### src/rtl/mc_core_pkg.sv
package mc_core_pkg;

    localparam int INSTR_W   = 32;
    localparam int OPC_W     = 6;
    localparam int RIDX_W    = 5;
    localparam int IMM_W     = 16;
    localparam int FLAG_W    = 3;

    localparam int OPC_LSB   = 26;
    localparam int RD_LSB    = 21;
    localparam int RS1_LSB   = 16;
    localparam int RS2_LSB   = 11;
    localparam int IMM_LSB   = 5;

    localparam int FLAG_GT   = 2;
    localparam int FLAG_LT   = 1;
    localparam int FLAG_EQ   = 0;

    typedef enum logic [OPC_W-1:0] {
        OPC_MOVI  = 6'd12,
        OPC_ADD   = 6'd13,
        OPC_SUB   = 6'd14,
        OPC_CMP   = 6'd15,
        OPC_JMP   = 6'd16,
        OPC_LD    = 6'd17,
        OPC_ST    = 6'd18,
        OPC_FETCH = 6'd19
    } opcode_e;

    typedef enum logic [2:0] {
        ST_FETCH_ADDR,
        ST_FETCH_WAIT,
        ST_DECODE,
        ST_EXEC,
        ST_MEM_WAIT,
        ST_WRITEBACK
    } state_e;

    typedef enum logic [2:0] {
        K_NOP,
        K_MOVI,
        K_ADD,
        K_SUB,
        K_CMP,
        K_JMP,
        K_LD,
        K_ST
    } kind_e;

    typedef struct packed {
        kind_e             kind;
        logic [RIDX_W-1:0] rd;
        logic [RIDX_W-1:0] rs1;
        logic [RIDX_W-1:0] rs2;
        logic [IMM_W-1:0]  imm;
    } dec_t;

endpackage

### src/rtl/mc_decoder.sv
module mc_decoder
    import mc_core_pkg::*;
#(
    parameter int NUM_REGS = 6
) (
    input  logic [INSTR_W-1:0] instr,
    output dec_t               dec
);

    logic [OPC_W-1:0] opc;
    logic             rfunct_zero;
    logic             ifunct_zero;
    logic             rd_ok;
    logic             rs1_ok;
    logic             rs2_ok;

    always_comb begin
        opc         = instr[OPC_LSB +: OPC_W];
        dec.rd      = instr[RD_LSB  +: RIDX_W];
        dec.rs1     = instr[RS1_LSB +: RIDX_W];
        dec.rs2     = instr[RS2_LSB +: RIDX_W];
        dec.imm     = instr[IMM_LSB +: IMM_W];
        rfunct_zero = (instr[RS2_LSB-1:0] == '0);
        ifunct_zero = (instr[IMM_LSB-1:0] == '0);
        rd_ok       = (32'(dec.rd)  < NUM_REGS);
        rs1_ok      = (32'(dec.rs1) < NUM_REGS);
        rs2_ok      = (32'(dec.rs2) < NUM_REGS);

        dec.kind = K_NOP;
        case (opc)
            OPC_MOVI: if (ifunct_zero && rd_ok)                     dec.kind = K_MOVI;
            OPC_ADD:  if (rfunct_zero && rd_ok && rs1_ok && rs2_ok) dec.kind = K_ADD;
            OPC_SUB:  if (rfunct_zero && rd_ok && rs1_ok && rs2_ok) dec.kind = K_SUB;
            OPC_CMP:  if (rfunct_zero && rs1_ok && rs2_ok)          dec.kind = K_CMP;
            OPC_JMP:  if (ifunct_zero)                              dec.kind = K_JMP;
            OPC_LD:   if (ifunct_zero && rd_ok)                     dec.kind = K_LD;
            OPC_ST:   if (ifunct_zero && rd_ok)                     dec.kind = K_ST;
            default:  dec.kind = K_NOP;
        endcase
    end

endmodule

### src/rtl/mc_regfile.sv
module mc_regfile
    import mc_core_pkg::*;
#(
    parameter int NUM_REGS = 6,
    parameter int WIDTH    = 32
) (
    input  logic              clk,
    input  logic              rst_n,
    input  logic [RIDX_W-1:0] ra_idx,
    input  logic [RIDX_W-1:0] rb_idx,
    output logic [WIDTH-1:0]  ra_data,
    output logic [WIDTH-1:0]  rb_data,
    input  logic              wr_en,
    input  logic [RIDX_W-1:0] wr_idx,
    input  logic [WIDTH-1:0]  wr_data
);

    logic [WIDTH-1:0] regs_q [NUM_REGS];
    logic [WIDTH-1:0] regs_d [NUM_REGS];

    for (genvar g = 0; g < NUM_REGS; g++) begin : g_entry
        always_comb begin
            regs_d[g] = regs_q[g];
            if (wr_en && (32'(wr_idx) == g)) begin
                regs_d[g] = wr_data;
            end
        end

        always_ff @(posedge clk or negedge rst_n) begin
            if (!rst_n) begin
                regs_q[g] <= '0;
            end else begin
                regs_q[g] <= regs_d[g];
            end
        end
    end

    always_comb begin
        ra_data = '0;
        rb_data = '0;
        for (int i = 0; i < NUM_REGS; i++) begin
            if (32'(ra_idx) == i) ra_data = regs_q[i];
            if (32'(rb_idx) == i) rb_data = regs_q[i];
        end
    end

endmodule

### src/rtl/mc_alu.sv
module mc_alu
    import mc_core_pkg::*;
#(
    parameter int WIDTH = 32
) (
    input  logic              clk,
    input  logic              rst_n,
    input  logic [WIDTH-1:0]  op_a,
    input  logic [WIDTH-1:0]  op_b,
    input  logic              do_sub,
    input  logic              flag_en,
    output logic [WIDTH-1:0]  result,
    output logic [FLAG_W-1:0] flags
);

    logic [FLAG_W-1:0] flags_d;
    logic [FLAG_W-1:0] flags_q;

    always_comb begin
        result  = do_sub ? (op_a - op_b) : (op_a + op_b);
        flags_d = flags_q;
        if (flag_en) begin
            flags_d          = '0;
            flags_d[FLAG_GT] = (op_a > op_b);
            flags_d[FLAG_LT] = (op_a < op_b);
            flags_d[FLAG_EQ] = (op_a == op_b);
        end
    end

    always_ff @(posedge clk or negedge rst_n) begin
        if (!rst_n) begin
            flags_q <= '0;
        end else begin
            flags_q <= flags_d;
        end
    end

    assign flags = flags_q;

endmodule

### src/rtl/mc_core.sv
module mc_core
    import mc_core_pkg::*;
#(
    parameter int WORD_W   = 32,
    parameter int ADDR_W   = 32,
    parameter int NUM_REGS = 6
) (
    input  logic              clk,
    input  logic              rst_n,
    output logic [ADDR_W-1:0] mem_addr,
    output logic [WORD_W-1:0] mem_wdata,
    input  logic [WORD_W-1:0] mem_rdata,
    output logic              mem_we,
    output logic              mem_re,
    output logic [FLAG_W-1:0] cmp_flags
);

    localparam int PAD_W = ADDR_W - IMM_W;
    localparam int VPAD_W = WORD_W - IMM_W;

    typedef struct packed {
        state_e             state;
        logic [ADDR_W-1:0]  pc;
        logic [INSTR_W-1:0] ir;
        logic [ADDR_W-1:0]  mar;
        logic [WORD_W-1:0]  mdr;
        logic [WORD_W-1:0]  result;
    } ctrl_t;

    ctrl_t ctrl_d;
    ctrl_t ctrl_q;

    dec_t              dec;
    logic [RIDX_W-1:0] ra_idx;
    logic [WORD_W-1:0] ra_data;
    logic [WORD_W-1:0] rb_data;
    logic              rf_we;
    logic [WORD_W-1:0] rf_wdata;
    logic [WORD_W-1:0] alu_res;
    logic              alu_sub;
    logic              alu_flag_en;
    logic [ADDR_W-1:0] imm_addr;
    logic [WORD_W-1:0] imm_val;

    mc_decoder #(
        .NUM_REGS (NUM_REGS)
    ) u_dec (
        .instr (ctrl_q.ir),
        .dec   (dec)
    );

    mc_regfile #(
        .NUM_REGS (NUM_REGS),
        .WIDTH    (WORD_W)
    ) u_rf (
        .clk     (clk),
        .rst_n   (rst_n),
        .ra_idx  (ra_idx),
        .rb_idx  (dec.rs2),
        .ra_data (ra_data),
        .rb_data (rb_data),
        .wr_en   (rf_we),
        .wr_idx  (dec.rd),
        .wr_data (rf_wdata)
    );

    mc_alu #(
        .WIDTH (WORD_W)
    ) u_alu (
        .clk     (clk),
        .rst_n   (rst_n),
        .op_a    (ra_data),
        .op_b    (rb_data),
        .do_sub  (alu_sub),
        .flag_en (alu_flag_en),
        .result  (alu_res),
        .flags   (cmp_flags)
    );

    always_comb begin
        ra_idx   = (dec.kind == K_ST) ? dec.rd : dec.rs1;
        imm_addr = {{PAD_W{1'b0}}, dec.imm};
        imm_val  = {{VPAD_W{1'b0}}, dec.imm};
        alu_sub  = (dec.kind == K_SUB);
    end

    always_comb begin
        ctrl_d      = ctrl_q;
        mem_addr    = ctrl_q.mar;
        mem_wdata   = ctrl_q.mdr;
        mem_we      = 1'b0;
        mem_re      = 1'b0;
        alu_flag_en = 1'b0;
        rf_we       = 1'b0;
        rf_wdata    = ctrl_q.result;

        case (ctrl_q.state)
            ST_FETCH_ADDR: begin
                mem_addr     = ctrl_q.pc;
                mem_re       = 1'b1;
                ctrl_d.state = ST_FETCH_WAIT;
            end

            ST_FETCH_WAIT: begin
                ctrl_d.ir    = mem_rdata[INSTR_W-1:0];
                ctrl_d.state = ST_DECODE;
            end

            ST_DECODE: begin
                ctrl_d.mar   = imm_addr;
                ctrl_d.mdr   = ra_data;
                ctrl_d.state = ST_EXEC;
            end

            ST_EXEC: begin
                ctrl_d.state = ST_WRITEBACK;
                case (dec.kind)
                    K_MOVI: ctrl_d.result = imm_val;
                    K_ADD,
                    K_SUB:  ctrl_d.result = alu_res;
                    K_CMP:  alu_flag_en   = 1'b1;
                    K_LD: begin
                        mem_re       = 1'b1;
                        ctrl_d.state = ST_MEM_WAIT;
                    end
                    K_ST:   mem_we        = 1'b1;
                    default: ;
                endcase
            end

            ST_MEM_WAIT: begin
                ctrl_d.mdr   = mem_rdata;
                ctrl_d.state = ST_WRITEBACK;
            end

            ST_WRITEBACK: begin
                case (dec.kind)
                    K_MOVI,
                    K_ADD,
                    K_SUB: rf_we = 1'b1;
                    K_LD: begin
                        rf_we    = 1'b1;
                        rf_wdata = ctrl_q.mdr;
                    end
                    default: ;
                endcase
                if (dec.kind == K_JMP) begin
                    ctrl_d.pc = imm_addr;
                end else begin
                    ctrl_d.pc = ctrl_q.pc + ADDR_W'(1);
                end
                ctrl_d.state = ST_FETCH_ADDR;
            end

            default: ctrl_d.state = ST_FETCH_ADDR;
        endcase
    end

    always_ff @(posedge clk or negedge rst_n) begin
        if (!rst_n) begin
            ctrl_q       <= '0;
            ctrl_q.state <= ST_FETCH_ADDR;
        end else begin
            ctrl_q <= ctrl_d;
        end
    end

endmodule

### config.mk
export PLATFORM = sky130hd
export DESIGN_NAME = mc_core
export DESIGN_NICKNAME = d
export VERILOG_FILES = /design/src/rtl/mc_core_pkg.sv /design/src/rtl/mc_decoder.sv /design/src/rtl/mc_regfile.sv /design/src/rtl/mc_alu.sv /design/src/rtl/mc_core.sv
export SDC_FILE = /design/constraint.sdc
export NUM_CORES = 1
export LEC_CHECK = 0
export BUFFER_PORTS_ARGS = -buffer_cell sky130_fd_sc_hd__buf_4
export CAP_MARGIN = 25
export CORE_ASPECT_RATIO = 0.7
export CORE_MARGIN = 2
export CORE_UTILIZATION = 45
export DETAILED_ROUTE_END_ITERATION = 6
export HOLD_SLACK_MARGIN = 0.02
export PLACE_DENSITY = 0.65
export SETUP_SLACK_MARGIN = 0.05
export SYNTH_ARGS = -nofsm -noshare
export SYNTH_HDL_FRONTEND = slang
export SYNTH_SLANG_ARGS = --single-unit
export TNS_END_PERCENT = 50
### constraint.sdc
create_clock -name clk -period 6.5 [get_ports clk]
set_input_delay 0.325 -clock clk [delete_from_list [all_inputs] [get_ports clk]]
set_output_delay 0.325 -clock clk [all_outputs]
set_load 0.02 [all_outputs]
# == Word-level counts from Yosys, hierarchy flattened ==
# Cells that the tools add are included.
# classes
add_sub_neg,3
magnitude_cmp,5
n_eq_ne,35
muxes,38
reduce_logical,23
# op_table
cell,n
$mux 32,17
$pmux 32 s2,2
$add 32x1->32 const B,1
$add 32x32->32,1
$eq 32x32->1,1
$gt 32x32->1,1
$lt 32x32->1,1
$sub 32x32->32,1
$eq 5x2->1 const B,6
$eq 5x3->1 const B,6
$eq 6x4->1 const B,4
$pmux 3 s7,1
$logic_not 5->1,4
$eq 3x3->1 const B,6
$eq 6x5->1 const B,3
$eq 5x1->1 const B,3
$lt 5x3->1 const B,3
$pmux 3 s5,1
$eq 3x2->1 const B,4
$logic_and 1x1->1,12
$mux 3,4
$logic_not 11->1,1
$mux 1,9
$eq 3x1->1 const B,2
8 further kinds,10
# word_totals
register_bits,342
inputBits,34
out_inout_bits,69
wordCells,117

# == Depth between registers and ports, before layout ==
# depth
word_depth,18
ltp_mapped,26
depth_no_buf,22

# == Modules after synthesis ==
# Synthesis repeated with hierarchy kept, for this count alone.
# unflattened
hier_cells,2256
hier_area_um2,22460.3
# by_module_without_submodules
mod,instances,cells_each,area_each_um2,seq_area_each_um2
mc_regfile,1,869,10284.9,4804.6
mc_core,1,725,7567.3,3678.5
mc_alu,1,605,4192.8,75.1
mc_decoder,1,57,415.4,0.0

# == Worst setup path before layout ==
# Ideal clock, no wire load.
# synth_timing
kind,reg2reg
from,register ctrl_q[125] in the netlist's numbering
to,register ctrl_q[27] in the netlist's numbering
setup_time_ps,130
arrival_ps,4949
t_required_ps,6370
slack_ps,1421
path_stages_with_launch,23
path_buffers,5
synth_period_minus_slack_ps,5079
cell_sequence,dfrtp_1 nor4b_1 nand2_1 or3_1 buf_2 buf_6 buf_6 nand3_1 o21ai_2 clkbuf_1 a221o_1 ha_1 buf_2 and3_1 a221o_1 a31o_2 o21a_1 a41o_1 a31o_2 a2111oi_0 a211oi_1 xnor2_1 o21ai_1
# synth_via
elab_chain_cells,14
word_cells_on_any_way,32
cone_classes,add/sub (2); eq/ne (16); mux (10); reduce/logical (4)
# synth_rtl
item,line,source
"start, declared",mc_core.sv:31,ctrl_t ctrl_q;
"start signal, assigned",mc_core.sv:164,ctrl_q <= ctrl_d;
$eq 6x5->1 or $eq 6x4->1 (tied branches),mc_decoder.sv:30,case (opc)
$pmux 3 s7 *,mc_decoder.sv:30,
$eq 3x3->1,mc_core.sv:81,ra_idx = (dec.kind == K_ST) ? dec.rd : dec.rs1;
$mux 5,mc_core.sv:81,
$logic_not 5->1,mc_regfile.sv:42,if (32'(ra_idx) == i) ra_data = regs_q[i];
$mux 32 (6 in series),mc_regfile.sv:42,
$add 32x32->32 or $sub 32x32->32 (tied branches),mc_alu.sv:20,result = do_sub ? (op_a - op_b) : (op_a + op_b);
$mux 32,mc_alu.sv:20,
$pmux 32 s2,mc_core.sv:117,case (dec.kind)
# Mark *: on every way between the ends. The rest lies on a longest branch, timed or not.
# A chain may end at the register's enable or synchronous reset.

# == Final worst setup path ==
# layout_timing
from,register ctrl_q[99] in the netlist's numbering
to,register ctrl_q[25] in the netlist's numbering
# layout_via
elab_chain_cells,18
word_cells_on_any_way,40
cone_classes,add/sub (2); eq/ne (9); mux (17); reduce/logical (12)
# layout_rtl
item,line,source
$logic_not 11->1,mc_decoder.sv:23,rfunct_zero = (instr[RS2_LSB-1:0] == '0);
$logic_and 1x1->1 (3 in series),"mc_decoder.sv:32, mc_decoder.sv:33",
"$mux 2, on equally long branches","mc_decoder.sv:33, mc_decoder.sv:32",
$pmux 3 s7 *,mc_decoder.sv:30,
$eq 3x3->1,mc_core.sv:81,
$mux 5,mc_core.sv:81,
$logic_not 5->1,mc_regfile.sv:42,
$mux 32 (6 in series),mc_regfile.sv:42,
$add 32x32->32 or $sub 32x32->32 (tied branches),mc_alu.sv:20,
$mux 32,mc_alu.sv:20,
$pmux 32 s2,mc_core.sv:117,
# Marks and branches as above.

==> summary.md <==
| Metric | Value |
|---|---|
| Status | completed |
| Sequential share of the synthesized area | 0.421 |
| CP arrival | 6.63 ns |
| CP required | between 6 and 7 ns |
| Post-route clock period utilization | 0.951 |
| Final Wtd Congestion | just under 1 |
| Max Cap Violations | 0 |
| Rel. slew slack | 0.294 |
| CTS tree | yes |
| Final ANT Viol Nets | 0 |
| Fin. max-slew vios | 0 |
| Worst setup margin | ~0.32 ns |
| Clock sinks | roughly 340 |
| CTS Buf Count | 36 |
| Critical-path cell list | nor3_1 > nand2_1 > or3_1 > buf_4 > mux2i_4 > buf_4 > a31oi_1 > a221oi_2 > inv_1 > ha_1 > nor2_1 > o311a_1 > o41ai_2 > a21oi_1 > o41ai_1 > buf_4 > o21bai_1 > a211oi_1 > a21oi_1 > xor2_1 > o21ai_0 |
| Bufs on Longest Clock Path | 3 |
| Unrepaired setup endpoints after global routing | false |
| Die Height | 182 um |
| Peak supply drop | ~0.22 mV |
| WL per Instance | 24.0 um |
| Netlist Area Pre-Place | 20300 sq um |
| Clk_skew | about 0.021 ns |
| Vias in the first global route | ~17000 |
| Share of cells above drive strength 1 | 0.145 |
| Final nets | around 2400 |
| Final setup vio count | 0 |
| Max stage delay on crit path | 0.58 ns |
| Critical path peak fanout | 17 |
| Reg clk slew, reported paths | roughly 0.070 ns |
| Die area | approximately 47000 sq um |
| Initial antenna violation count | 0 |
| TNS Setup | 0 ns |
| Util after Layout | 0.513 |
| Row count | 65 |
| Drt pass-1 iters | 7 |
| I/O pin count | ~100 |
| Ys flop type | dfrtp_1 |
| Cells after Synth | between 2000 and 2500 |
| Post-synthesis async set-or-reset flop share | 1.00 |
| Hold Fails Final Rpt | 0 |
| Global-route wire length before repair | around 110000 um |
| Setup bufs post-CTS | 0 |
| 1st-iter DRT viols | between 2000 and 3000 |
| Power density over the cells | 382 nW/um^2 |
| GR Util All Layers | 0.291 |
| Multi-input gate area | 10800 sq um |
| LEAKAGE | about 10 nW |
| Crit start category | register |
| Dpl ws | roughly 0.54 ns |
| Worst-Skew Late Latency | approximately 0.54 ns |
| Area Overhead vs Synth | 13.1% |
| Post-synth EDFFs | 0 |
| N_diodes | 0 |
| Netlist cell types | 93 |
| DR DRC count | 0 |
| Largest area contributor in the netlist | dfrtp_1 |
| Synth top cells by count | 375 x nand2_1, 342 x dfrtp_1, 233 x o21ai_0, 130 x nor2_1, 101 x clkbuf_1 |
| Final min period | around 6.2 ns |
| Critical path type | reg -> reg |
| FILL cells | 4068 |
| Worst Tran Pin Value | between 1 and 1.5 ns |
| Top-count cell post-synth | nand2_1 |
| H-tree levels | 2 |
| Yosys top cell area share | 0.421 |
| Peak Freq | ~0.16 GHz |
| Remaining Overflow, GRT | 0 |
| Core area | around 45000 sq um |
| Root Buffer | clkbuf_16 |
| Avg Synthesized Cell Area | between 9 and 10 sq um |
| Synth Warn # | 0 |
| Vias post-DR | roughly 18000 |
| Die W | 258 um |
| Largest net degree at the start of global routing | approximately 160 |
| Post-detailed-placement half-perimeter wirelength | approximately 50000 um |
| Vias per cell | about 6.2 |
| Syn_nets | around 2300 |
| Hold Path Class | in -> reg |
| Slowest-stage cell, CP | or3_1 |
| Synth area leaders | dfrtp_1 42%, nand2_1 6.9%, o21ai_0 5.7%, mux2i_1 4.5%, ha_1 3.9% |
| Register area | ~8600 sq um |
| Final wirelength | 69200 um |
| Port Buffer Count | about 100 |
| Initial Util | 0.454 |
| Most Frequent Cell on Critical Path | buf_4 |
| Yosys reg bits | 342 |
| Critical Path Sink Type | register |
[area by class of cell]
type,count,area share
tap,603,0.0328
clock buffer,48,0.0447
multi-input combinational,1645,0.468
clock inverter,14,0.0102
timing repair buffer,169,0.0605
inverter,67,0.0109
sequential,342,0.372
[timing repair]
action | 4_1_cts | 5_1_grt
hold endpoints to repair | 117 | 2
resized for setup | 0 | 1
setup endpoints to repair | 0 | 1
hold buffers | 6 | 2
[layer usage]
metal | vias to the layer above | share of wire | GRT usage
met5 | - | 0 | 0
met4 | 0 | 0.033 | 0.0964
met3 | 148 | 0.082 | 0.0434
met2 | 889 | 0.43 | 0.427
met1 | 8794 | 0.46 | 0.438
li1 | 8059 | - | -
[metrics by stage]
stage                     total power, mW  instance area, sq um  hold slack [ns]  cells
after floorplan                      5.12                 20300           0.0294   2228
after global placement               6.41                 21500            0.436   2812
after detailed placement             6.44                 21500            0.461   2812
after CTS                            8.71                 22800           0.0204   2880
after global routing                 9.14                 23000           0.0247   2888
final                                8.79                 23000           0.0378   2888
[registers in the layout, indices dropped and copies added (netlist names)]
name,count
u_rf.regs_q,192
mem_wdata,32
u_alu.flags,3
ctrl_q,115
[worst max-delay path: cells and delay by family, from the launching register on]
| family | cells | cell delay [ns] |
|---|---|---|
| and+or+nand+nor | 4 | 1.41 |
| adders and majority gates | 1 | 0.38 |
| muxes | 1 | 0.26 |
| buffers and inverters | 4 | 0.95 |
| AOI/OAI and AO/OA | 10 | 2.52 |
| DFF | 1 | 0.39 |
| xor gates and xnor gates | 1 | 0.16 |
[worst paths after layout]
kind / from / end / slack (ns) / depth (start not counted)
max: ctrl_q[99]$_DFFE_PN0P_ / ctrl_q[25]$_DFFE_PN0P_ / 0.32 / 21
min in group asynchronous: rst_n / u_rf.regs_q[169]$_DFFE_PN0P_ / 0.45 / 2
min: mem_rdata[22] / ctrl_q[118]$_DFFE_PN0P_ / 0.04 / 2
max in group asynchronous: rst_n / ctrl_q[107]$_DFFE_PN0P_ / 4.53 / 3
max reg2reg: ctrl_q[99]$_DFFE_PN0P_ / ctrl_q[25]$_DFFE_PN0P_ / 0.32 / 21
min reg2reg: ctrl_q[67]$_DFFE_PN0P_ / ctrl_q[67]$_DFFE_PN0P_ / 0.48 / 2
[cells in the final DEF (no fill, tap or decap), types with 13 or more instances in the layout]
cell type / instances
a21o_1: 36
clkbuf_16: 37
a222oi_1: 37
and2_1: 23
or3_1: 15
ha_1: 64
nand2b_1: 19
mux2_2: 59
mux2i_1: 91
o211ai_1: 13
o221ai_1: 28
o21a_1: 19
o21ai_1: 44
inv_1: 67
a21oi_1: 79
nor2_1: 128
o21bai_1: 13
a221o_1: 29
o21ai_0: 233
nand3_1: 23
a31oi_1: 27
nand2_1: 375
xor2_1: 22
buf_4: 153
dfrtp_1: 341
xnor2_1: 36
nor3_1: 18
a22o_1: 25
[report_power, final]
group	internal (mW)	total (mW)	leakage (nW)	switching [mW]
sequential	2.40	2.87	4.64	0.466
combinational	1.44	3.67	4.84	2.23
clock	1.35	2.26	0.619	0.906
total	5.19	8.79	10.1	3.60
[cell families (layout without fill, tap and decap cells)]
group	Yosys count	in the layout	share of synthesized area
fa+ha+maj	67	67	0.0419
buf+inv	241	298	0.0532
simple gates	688	688	0.157
compound gates	679	679	0.222
mux	153	153	0.0800
flops	342	342	0.421
xor+xnor	58	58	0.0250
(Power assumes the default switching activity.)
